--- config.mk ---
export PLATFORM = sky130hd
export DESIGN_NAME = interval_timer3
export DESIGN_NICKNAME = d
export VERILOG_FILES = /design/src/rtl/interval_timer3.sv
export SDC_FILE = /design/constraint.sdc
export NUM_CORES = 1
export LEC_CHECK = 0
export ABC_AREA = 1
export BUFFER_PORTS_ARGS = -buffer_cell sky130_fd_sc_hd__buf_4
export CORE_ASPECT_RATIO = 1.1
export CORE_MARGIN = 5
export CORE_UTILIZATION = 28
export DETAILED_ROUTE_END_ITERATION = 12
export PLACE_DENSITY = 0.53
export SYNTH_ARGS = -nofsm -noshare
export SYNTH_HDL_FRONTEND = slang
export SYNTH_SLANG_ARGS = --single-unit
--- constraint.sdc ---
create_clock -name clk -period 2.5 [get_ports clk]
set_input_delay 0.375 -clock clk [delete_from_list [all_inputs] [get_ports clk]]
set_output_delay 0.375 -clock clk [all_outputs]
set_load 0.005 [all_outputs]
--- src/rtl/interval_timer3.sv ---
module interval_timer3 (
  input  logic       clk,
  input  logic       rst_n,
  input  logic       tick,
  input  logic       gate,
  input  logic [1:0] addr,
  input  logic [7:0] wdata,
  input  logic       wr,
  input  logic       rd,
  output logic [7:0] rdata,
  output logic [2:0] tc_out
);
  localparam int NCH = 3;
  localparam logic [5:0] CTRL_RST = 6'h34;

  logic [NCH-1:0][5:0]  ctrl_q;
  logic [NCH-1:0][15:0] cnt_q, rld_q, lat_q, nr, nxt;
  logic [NCH-1:0]       latv_q, stat_q, null_q, rtog_q, wtog_q, out_q, done, run;
  logic [7:0]           rdata_q, rbyte;
  logic [1:0]           ix, cw_sel, cw_acc;
  logic [15:0]          rv;

  assign cw_sel = wdata[7:6];
  assign cw_acc = wdata[5:4];
  assign rdata  = rdata_q;
  assign tc_out = out_q;

  function automatic logic [15:0] dec_cnt(input logic [15:0] v, input logic bcd);
    logic brw;
    dec_cnt = v - 16'd1;
    if (bcd) begin
      brw = 1'b1;
      for (int i = 0; i < 4; i++) begin
        if (!brw) dec_cnt[4*i +: 4] = v[4*i +: 4];
        else if (v[4*i +: 4] == 4'd0) dec_cnt[4*i +: 4] = 4'd9;
        else begin
          dec_cnt[4*i +: 4] = v[4*i +: 4] - 4'd1;
          brw = 1'b0;
        end
      end
    end
  endfunction

  always_comb begin
    for (int c = 0; c < NCH; c++) begin
      run[c] = !null_q[c] && ((c != 2) || gate);
      nxt[c] = (cnt_q[c] == 16'd1) ? rld_q[c] : dec_cnt(cnt_q[c], ctrl_q[c][0]);
      nr[c]  = rld_q[c];
      done[c] = 1'b0;
      case (ctrl_q[c][5:4])
        2'd1: begin nr[c][7:0] = wdata; done[c] = 1'b1; end
        2'd2: begin nr[c][15:8] = wdata; done[c] = 1'b1; end
        2'd3: if (wtog_q[c]) begin nr[c][15:8] = wdata; done[c] = 1'b1; end
              else nr[c][7:0] = wdata;
        default: ;
      endcase
    end
  end

  always_comb begin
    ix = (addr == 2'd3) ? 2'd0 : addr;
    rv = latv_q[ix] ? lat_q[ix] : cnt_q[ix];
    if (addr == 2'd3) rbyte = 8'hFF;
    else if (stat_q[ix]) rbyte = {out_q[ix], null_q[ix], ctrl_q[ix]};
    else begin
      case (ctrl_q[ix][5:4])
        2'd1: rbyte = rv[7:0];
        2'd2: rbyte = rv[15:8];
        2'd3: rbyte = rtog_q[ix] ? rv[15:8] : rv[7:0];
        default: rbyte = 8'h00;
      endcase
    end
  end

  always_ff @(posedge clk or negedge rst_n) begin
    if (!rst_n) begin
      rdata_q <= 8'h00;
      for (int c = 0; c < NCH; c++) begin
        ctrl_q[c] <= CTRL_RST;
        cnt_q[c]  <= 16'h0;
        rld_q[c]  <= 16'h0;
        lat_q[c]  <= 16'h0;
        latv_q[c] <= 1'b0;
        stat_q[c] <= 1'b0;
        null_q[c] <= 1'b0;
        rtog_q[c] <= 1'b0;
        wtog_q[c] <= 1'b0;
        out_q[c]  <= 1'b0;
      end
    end else begin
      if (rd) rdata_q <= rbyte;
      for (int c = 0; c < NCH; c++) begin
        out_q[c] <= tick && run[c] && (cnt_q[c] == 16'd1);
        if (tick && run[c]) cnt_q[c] <= nxt[c];

        if (rd && addr == 2'(c)) begin
          if (stat_q[c]) stat_q[c] <= 1'b0;
          else begin
            case (ctrl_q[c][5:4])
              2'd1, 2'd2: latv_q[c] <= 1'b0;
              2'd3: begin
                rtog_q[c] <= !rtog_q[c];
                if (rtog_q[c]) latv_q[c] <= 1'b0;
              end
              default: ;
            endcase
          end
        end

        if (wr && addr == 2'(c) && ctrl_q[c][5:4] != 2'd0) begin
          rld_q[c]  <= nr[c];
          null_q[c] <= !done[c];
          wtog_q[c] <= (ctrl_q[c][5:4] == 2'd3) && !done[c];
          if (done[c]) cnt_q[c] <= nr[c];
        end

        if (wr && addr == 2'd3) begin
          if (cw_sel == 2'd3) begin
            if (!wdata[5] && wdata[1+c] && !latv_q[c]) begin
              latv_q[c] <= 1'b1;
              lat_q[c]  <= cnt_q[c];
            end
            if (!wdata[4] && wdata[1+c]) stat_q[c] <= 1'b1;
          end else if (cw_sel == 2'(c)) begin
            if (cw_acc == 2'd0) begin
              if (!latv_q[c]) begin
                latv_q[c] <= 1'b1;
                lat_q[c]  <= cnt_q[c];
              end
            end else begin
              ctrl_q[c] <= wdata[5:0];
              rld_q[c]  <= 16'h0;
              null_q[c] <= 1'b1;
              latv_q[c] <= 1'b0;
              stat_q[c] <= 1'b0;
              rtog_q[c] <= 1'b0;
              wtog_q[c] <= 1'b0;
            end
          end
        end
      end
    end
  end

  for (genvar g = 0; g < NCH; g++) begin : g_chk
    assert_null_hold_R2: assert property (@(posedge clk) disable iff (!rst_n)
      (null_q[g] && !(wr && addr == 2'(g))) |=> $stable(cnt_q[g]));
    assert_latch_hold_R5: assert property (@(posedge clk) disable iff (!rst_n)
      (latv_q[g] && !(wr && addr == 2'd3)) |=> (lat_q[g] == $past(lat_q[g])));
    assert_out_terminal_R8: assert property (@(posedge clk) disable iff (!rst_n)
      out_q[g] |-> ($past(cnt_q[g]) == 16'd1));
    assert_status_once_R7: assert property (@(posedge clk) disable iff (!rst_n)
      (rd && addr == 2'(g) && stat_q[g] && !(wr && addr == 2'd3)) |=> !stat_q[g]);
    assert_toggle_idle_R4: assert property (@(posedge clk) disable iff (!rst_n)
      (ctrl_q[g][5:4] != 2'd3) |-> (!rtog_q[g] && !wtog_q[g]));
  end
endmodule

==> results of run 1 <==
-- layout by cell type (no fill, tap or decap), types with 5 or more instances in the layout --
| cell type | netlist | final |
|---|---|---|
| dfrtp_1 | 179 | 179 |
| nor2_2 | 5 | 5 |
| a31oi_1 | 6 | 6 |
| ha_1 | 25 | 25 |
| buf_4 | 3 | 85 |
| nor3_1 | 8 | 8 |
| o21ai_1 | 46 | 47 |
| a22oi_1 | 8 | 8 |
| clkbuf_16 | 0 | 17 |
| a21oi_1 | 123 | 123 |
| nand2_1 | 433 | 433 |
| o22ai_1 | 50 | 50 |
| o21ai_0 | 189 | 188 |
| xor2_1 | 5 | 5 |
| inv_1 | 199 | 199 |
| nand3_1 | 110 | 110 |
| nor2_4 | 5 | 5 |
| buf_12 | 0 | 5 |
| nand4_1 | 10 | 10 |
| o211ai_1 | 14 | 14 |
| dfstp_2 | 9 | 9 |
| or2_2 | 7 | 7 |
| a211oi_1 | 5 | 5 |
| nor2_1 | 227 | 227 |
| inv_2 | 7 | 7 |
-- power groups by stage --
stage / sequential [uW] / clock [uW] / combinational, uW
floorplan: 4990 / 0 / 4430
global placement: 5570 / 0 / 6330
detailed placement: 5570 / 0 / 6350
CTS: 5520 / 2830 / 6390
global route: 5670 / 2950 / 7280
finish: 5530 / 2770 / 6430
-- worst paths after layout --
check / start / to / slack (ns)
worst max-delay path: cnt_q[16] / cnt_q[24] / 0.24
worst min-delay path: wdata[0] / ctrl_q[6] / 0.17
worst max register to register: cnt_q[16] / cnt_q[24] / 0.24
worst min register to register: ctrl_q[8] / ctrl_q[8] / 0.48
max in group asynchronous: rst_n / ctrl_q[5] / 1.40
min in group asynchronous: rst_n / lat_q[46] / 0.41
-- through the flow --
stage	worst slack (ns)	cells	power, uW
3_3_place_gp	0.280	2366	11900
5_1_grt	0.0210	2399	15900
6_report	0.244	2399	14700
2_1_floorplan	0.601	1773	9420
3_5_place_dp	0.276	2366	11900
4_1_cts	0.267	2399	14700
-- registers in the layout (all words and copies together) (netlist names) --
register / flops
stat_q: 3
ctrl_q: 18
rdata: 8
wtog_q: 3
tc_out: 3
null_q: 3
cnt_q: 48
rld_q: 48
lat_q: 48
rtog_q: 3
latv_q: 3
-- area by class of cell --
class,count,area (um2),area share (%)
clock buffer,19,443,3.20
clock inverter,13,128,0.923
inverter,209,786,5.68
multi-input combinational,1311,6280,45.4
sequential,188,4720,34.1
tap,567,709,5.13
timing repair buffer,92,762,5.51
-- timing repair --
item | 4_1_cts | 5_1_grt
endpoints found under the hold margin | 30 | 0
resized for setup | 0 | 1
endpoints found under the setup margin | 0 | 2
hold buffers | 1 | 0
buffers inserted | 0 | 0
-- tightest hold or removal path: stages --
cell and delay [ns]:
buf_4 0.11, nand2_1 0.05, o21ai_0 0.06
-- layer usage --
| layer | vias to the layer above | GRT usage (%) | wire length (um) |
|---|---|---|---|
| met3 | 69 | 2.58 | 2220 |
| li1 | 5927 | - | - |
| met4 | 0 | 6.45 | 1490 |
| met2 | 365 | 31.0 | 21400 |
| met5 | - | 0 | 0 |
| met1 | 5765 | 25.3 | 20000 |
-- logic make-up after synthesis --
family	after synthesis	share of synthesized area, %
XOR/XNOR	5	0.363
adder cells (fa/ha/maj)	25	2.59
buffers and inverters	274	8.90
flip-flops	188	39.1
AND/OR/NAND/NOR	824	28.5
AO/OA/AOI/OAI	457	20.6
==> summary.txt, run 1 <==
Final Hold Viols: 0
Yosys top cell area share: 37.1%
Die H: 228 um
Logic pwr share: 43.6%
Ports: 27
Yosys reg bits: 188
switching power: 6920 uW
final core utilization: 32.5%
nature of the critical path startpoint: flip-flop
clock transition at the registers of the reported paths: 0.08 ns
# fillers: 4,701
vias per inst: 5.05
Slew Limit Fails: 0
critical-path cell list: inv_1, ha_1, inv_1, nor2_1, nand2_1, o21ai_1, nand2_1, xor2_1, nand2_1, a21oi_1
Post-synth ARST share: 100%
RSZ-0062 raised after global routing: false
initial DRC count: 1,102
Yosys cell types: 46
vias in the first global route: 11.7k
syn nets: 1,814
Yosys top cell by area: dfrtp_1
# diodes: 0
Hold Slack: 0.173 ns
CTS HTree Levels: 4
top-count cell post-synth: nand2_1
number of cells on the worst reg-to-reg path: 10
dominant synthesized flop cell: dfrtp_1
Worst-Skew Late Latency: 0.46 ns
Post-DP HPWL: 34,400 um
Clock power frac: 18.8%
Reg power frac: 37.5%
Synth Area per Inst: 6.81 um2
Worst Setup End Kind: flip-flop
clock skew: 0.0158 ns
Worst Setup Path Type: flip-flop to flip-flop
initial core utilization: 28.4%
post-synthesis cell area: 0.0121 mm2
DR DRC count: 0
WP depth: 10
TritonRoute pass-1 iters: 5
Pleak: 0.00664 uW
Num CTS Buffers: 17
largest cells by area after synthesis: dfrtp_1 (37%), nand2_1 (13%), o21ai_0 (7.8%)
Fmax: 0.443 GHz
WHS Path Cells: 3
layout cell share with drive strength beyond 1: 9.28%
routability cong.: 0.885
final wirelength: 45,100 um
outcome: completed
setup TNS: 0 ns
Gate Count Post-Synth: 1,773
synthesis-to-finish area growth: 14.5%
Placed Area: 0.0132 mm2
Die ar.: 0.0474 mm2
max cap viols: 0
ANT nets after route: 0
routed vias: 12.1k
slew of the pin with the lowest slew margin: 0.709 ns
worst min path class: input pin to flip-flop
Req. time, crit path: 2.89 ns
crit-path most repeated cell: nand2_1
worst vdd rail ir drop: 0.579 mV
Syn. warnings: 0
top post-synthesis cells by count: nand2_1 (433), nor2_1 (227), inv_1 (199)
Final min period: 2.26 ns
final worst-path cycle share: 90.2%
Critical path buffers and inverters: 2
CTS sink count: 188
final setup violation count: 0
grt total ovfl: 0
Max-slew headroom: 52.3%
internal power: 7810 uW
pwr dens: 1070 mW/mm2
Cell Rows: 79
Die X: 208 um
design area: 0.0138 mm2
crit-path max cell delay: 0.41 ns
Worst EP arrival: 2.65 ns
initial antenna violation count: 0
sw frac: 47.0%
Core Region: 0.0425 mm2
CTS tree: yes
clk root buf: clkbuf_16
first-pass GRT wire length: 70,400 um
pin count of the biggest net entering global routing: 60
Tot GR Track Use: 18.7%
nets: 1,860
count of buffers from port buffering: 26
crit-path max FO: 6
Avg WL per Cell: 18.8 um
Worst path top cell family by delay: simple AND/OR/NAND/NOR gates
number of enable flip-flop cells after synthesis: 0
register area share after synthesis: 39.1%
clk buf depth: 2
Slowest-stage cell, CP: dfrtp_1
Note: power is estimated with default switching activity, not from simulation.
==> run 2, diff against run 1 <==
--- a/config.mk
+++ b/config.mk
@@ -7,7 +7,6 @@
 export LEC_CHECK = 0
 export ABC_AREA = 1
 export BUFFER_PORTS_ARGS = -buffer_cell sky130_fd_sc_hd__buf_4
-export CORE_ASPECT_RATIO = 1.1
 export CORE_MARGIN = 5
 export CORE_UTILIZATION = 28
 export DETAILED_ROUTE_END_ITERATION = 12
==> run 2 against run 1 <==
Compared with the run above:
- routed wire length shrank 2.0%
- critical endpoint is now cnt_q[37]
- critical path depth is the same
- maximum frequency shrank 0.77%
- non-clock buffer count shrank 11
- global-route usage shrank 0.24 points
- sequential share of layout area grew 0.17 points
- total power shrank 0.23%
==> summary.txt, run 2 (same netlist as run 1, synthesis figures left out) <==
outcome: completed
Max-slew headroom: 50.3%
initial antenna violation count: 1
final worst-path cycle share: 90.9%
synthesis-to-finish area growth: 13.9%
Tot Pwr: 14,700 uW
slew of the pin with the lowest slew margin: 0.738 ns
Place WS: 0.0706 ns
crit path from: cnt_q[44]
nature of the critical path startpoint: flip-flop
TritonRoute pass-1 iters: 6
Reg power frac: 37.8%
DR DRC count: 0
Core Region: 0.0429 mm2
Fmax: 0.440 GHz
crit-path max FO: 9
CTS HTree Levels: 4
first-pass GRT wire length: 68,500 um
Final min period: 2.27 ns
vias per inst: 5.05
switching power: 6890 uW
Slowest-stage cell, CP: dfrtp_1
layout cell share with drive strength beyond 1: 8.90%
Die ar.: 0.0474 mm2
Slew Limit Fails: 0
ANT nets after route: 0
min-delay src: wdata[0]
final setup violation count: 0
setup repair bufs after CTS: 0
Avg WL per Cell: 18.4 um
count of buffers from port buffering: 26
final core utilization: 32.1%
setup TNS: 0 ns
internal power: 7810 uW
# fillers: 4,654
clk root buf: clkbuf_16
sw frac: 46.9%
Logic pwr share: 43.3%
Cell Rows: 76
Worst Setup Path Type: flip-flop to flip-flop
# diodes: 0
nets: 1,849
Ports: 27
fin worst setup slack: 0.227 ns
critical-path cell list: nor2_1, nand2_1, nor2_1, nand3_2, nand2_1, inv_1, nand2_1, a21oi_1, nor2_1, nor2_1
Clock power frac: 18.9%
Post-DP HPWL: 33,300 um
most common cell after layout, fill and taps aside: nand2_1
R2R Path Start: cnt_q[44]
vias in the first global route: 11.5k
routability cong.: 0.921
Tot GR Track Use: 18.5%
Num CTS Buffers: 17
final wirelength: 44,200 um
R2R setup slack: 0.23 ns
initial core utilization: 28.1%
Top Registers: cnt_q x48, lat_q x48, rld_q x48
worst min path class: input pin to flip-flop
Placed Area: 0.0132 mm2
Pleak: 0.00658 uW
crit-path max cell delay: 0.51 ns
Worst EP arrival: 2.63 ns
routed vias: 12.2k
CTS tree: yes
Worst Setup End Kind: flip-flop
clock skew: 0.0178 ns
initial DRC count: 1,105
clk buf depth: 2
Final Hold Viols: 0
pin count of the biggest net entering global routing: 62
design area: 0.0138 mm2
Die H: 218 um
RSZ-0062 raised after global routing: false
Req. time, crit path: 2.86 ns
max cap viols: 0
Die X: 218 um
pwr dens: 1070 mW/mm2
grt total ovfl: 0
Worst-Skew Late Latency: 0.47 ns
most frequent cells in the layout: nand2_1 (431), nor2_1 (227), inv_1 (199), o21ai_0 (189), dfrtp_1 (179)
CTS sink count: 188
worst vdd rail ir drop: 0.445 mV
clock transition at the registers of the reported paths: 0.08 ns
crit-path most repeated cell: nor2_1
run 2: cell types whose count changed in the layout (fill, tap and decap cells not counted), sizes merged:
cell	delta
clkinv	-2
buf	-11
inv	+2
run 2: repair_timing:
action	4_1_cts	5_1_grt
hold endpoints to repair	45	0
hold buffers	1	0
endpoints found under the setup margin	0	9
gates resized for setup	0	3
run 2: power by group through the flow:
stage | registers, uW | clock network (uW) | logic [uW]
3_3_place_gp | 5560 | 0 | 6250
3_5_place_dp | 5570 | 0 | 6280
6_report | 5560 | 2780 | 6360
2_1_floorplan | 4990 | 0 | 4430
4_1_cts | 5520 | 2860 | 6320
5_1_grt | 5690 | 2960 | 7240
run 2: worst paths after layout:
| path | depth (start not counted) | endpoint |
|---|---|---|
| max | 10 | cnt_q[37] |
| min | 3 | ctrl_q[12] |
| max reg2reg | 10 | cnt_q[37] |
| min reg2reg | 2 | ctrl_q[8] |
| max in group asynchronous | 3 | rld_q[38] |
| min in group asynchronous | 2 | cnt_q[9] |
run 2: per-layer routing:
layer	track usage (%)	routed length [um]	up-vias
li1	-	-	5912
met1	26.2	20700	5799
met2	28.8	19800	372
met3	3.10	2400	73
met4	6.32	1280	2
met5	0	13	-
run 2: final cells by class:
cell class / count / area (um2) / share of cell area, %
tap: 585 / 732 / 5.32
multi-input combinational: 1311 / 6290 / 45.7
inverter: 209 / 786 / 5.71
clock buffer: 19 / 453 / 3.29
timing repair buffer: 81 / 654 / 4.76
sequential: 188 / 4720 / 34.3
clock inverter: 13 / 123 / 0.891
run 2: critical path: cells and delay by family (launching register included):
family,cells,cell delay [ns]
AO/OA/AOI/OAI,1,0.06
buffers and inverters,1,0.20
flip-flops,1,0.51
AND/OR/NAND/NOR,8,1.38
run 2: through the flow:
stage	cells	hold slack [ns]
3_5_place_dp	2373	0.405
2_1_floorplan	1773	0.0794
4_1_cts	2406	0.130
3_3_place_gp	2373	0.408
5_1_grt	2406	0.152
6_report	2406	0.163
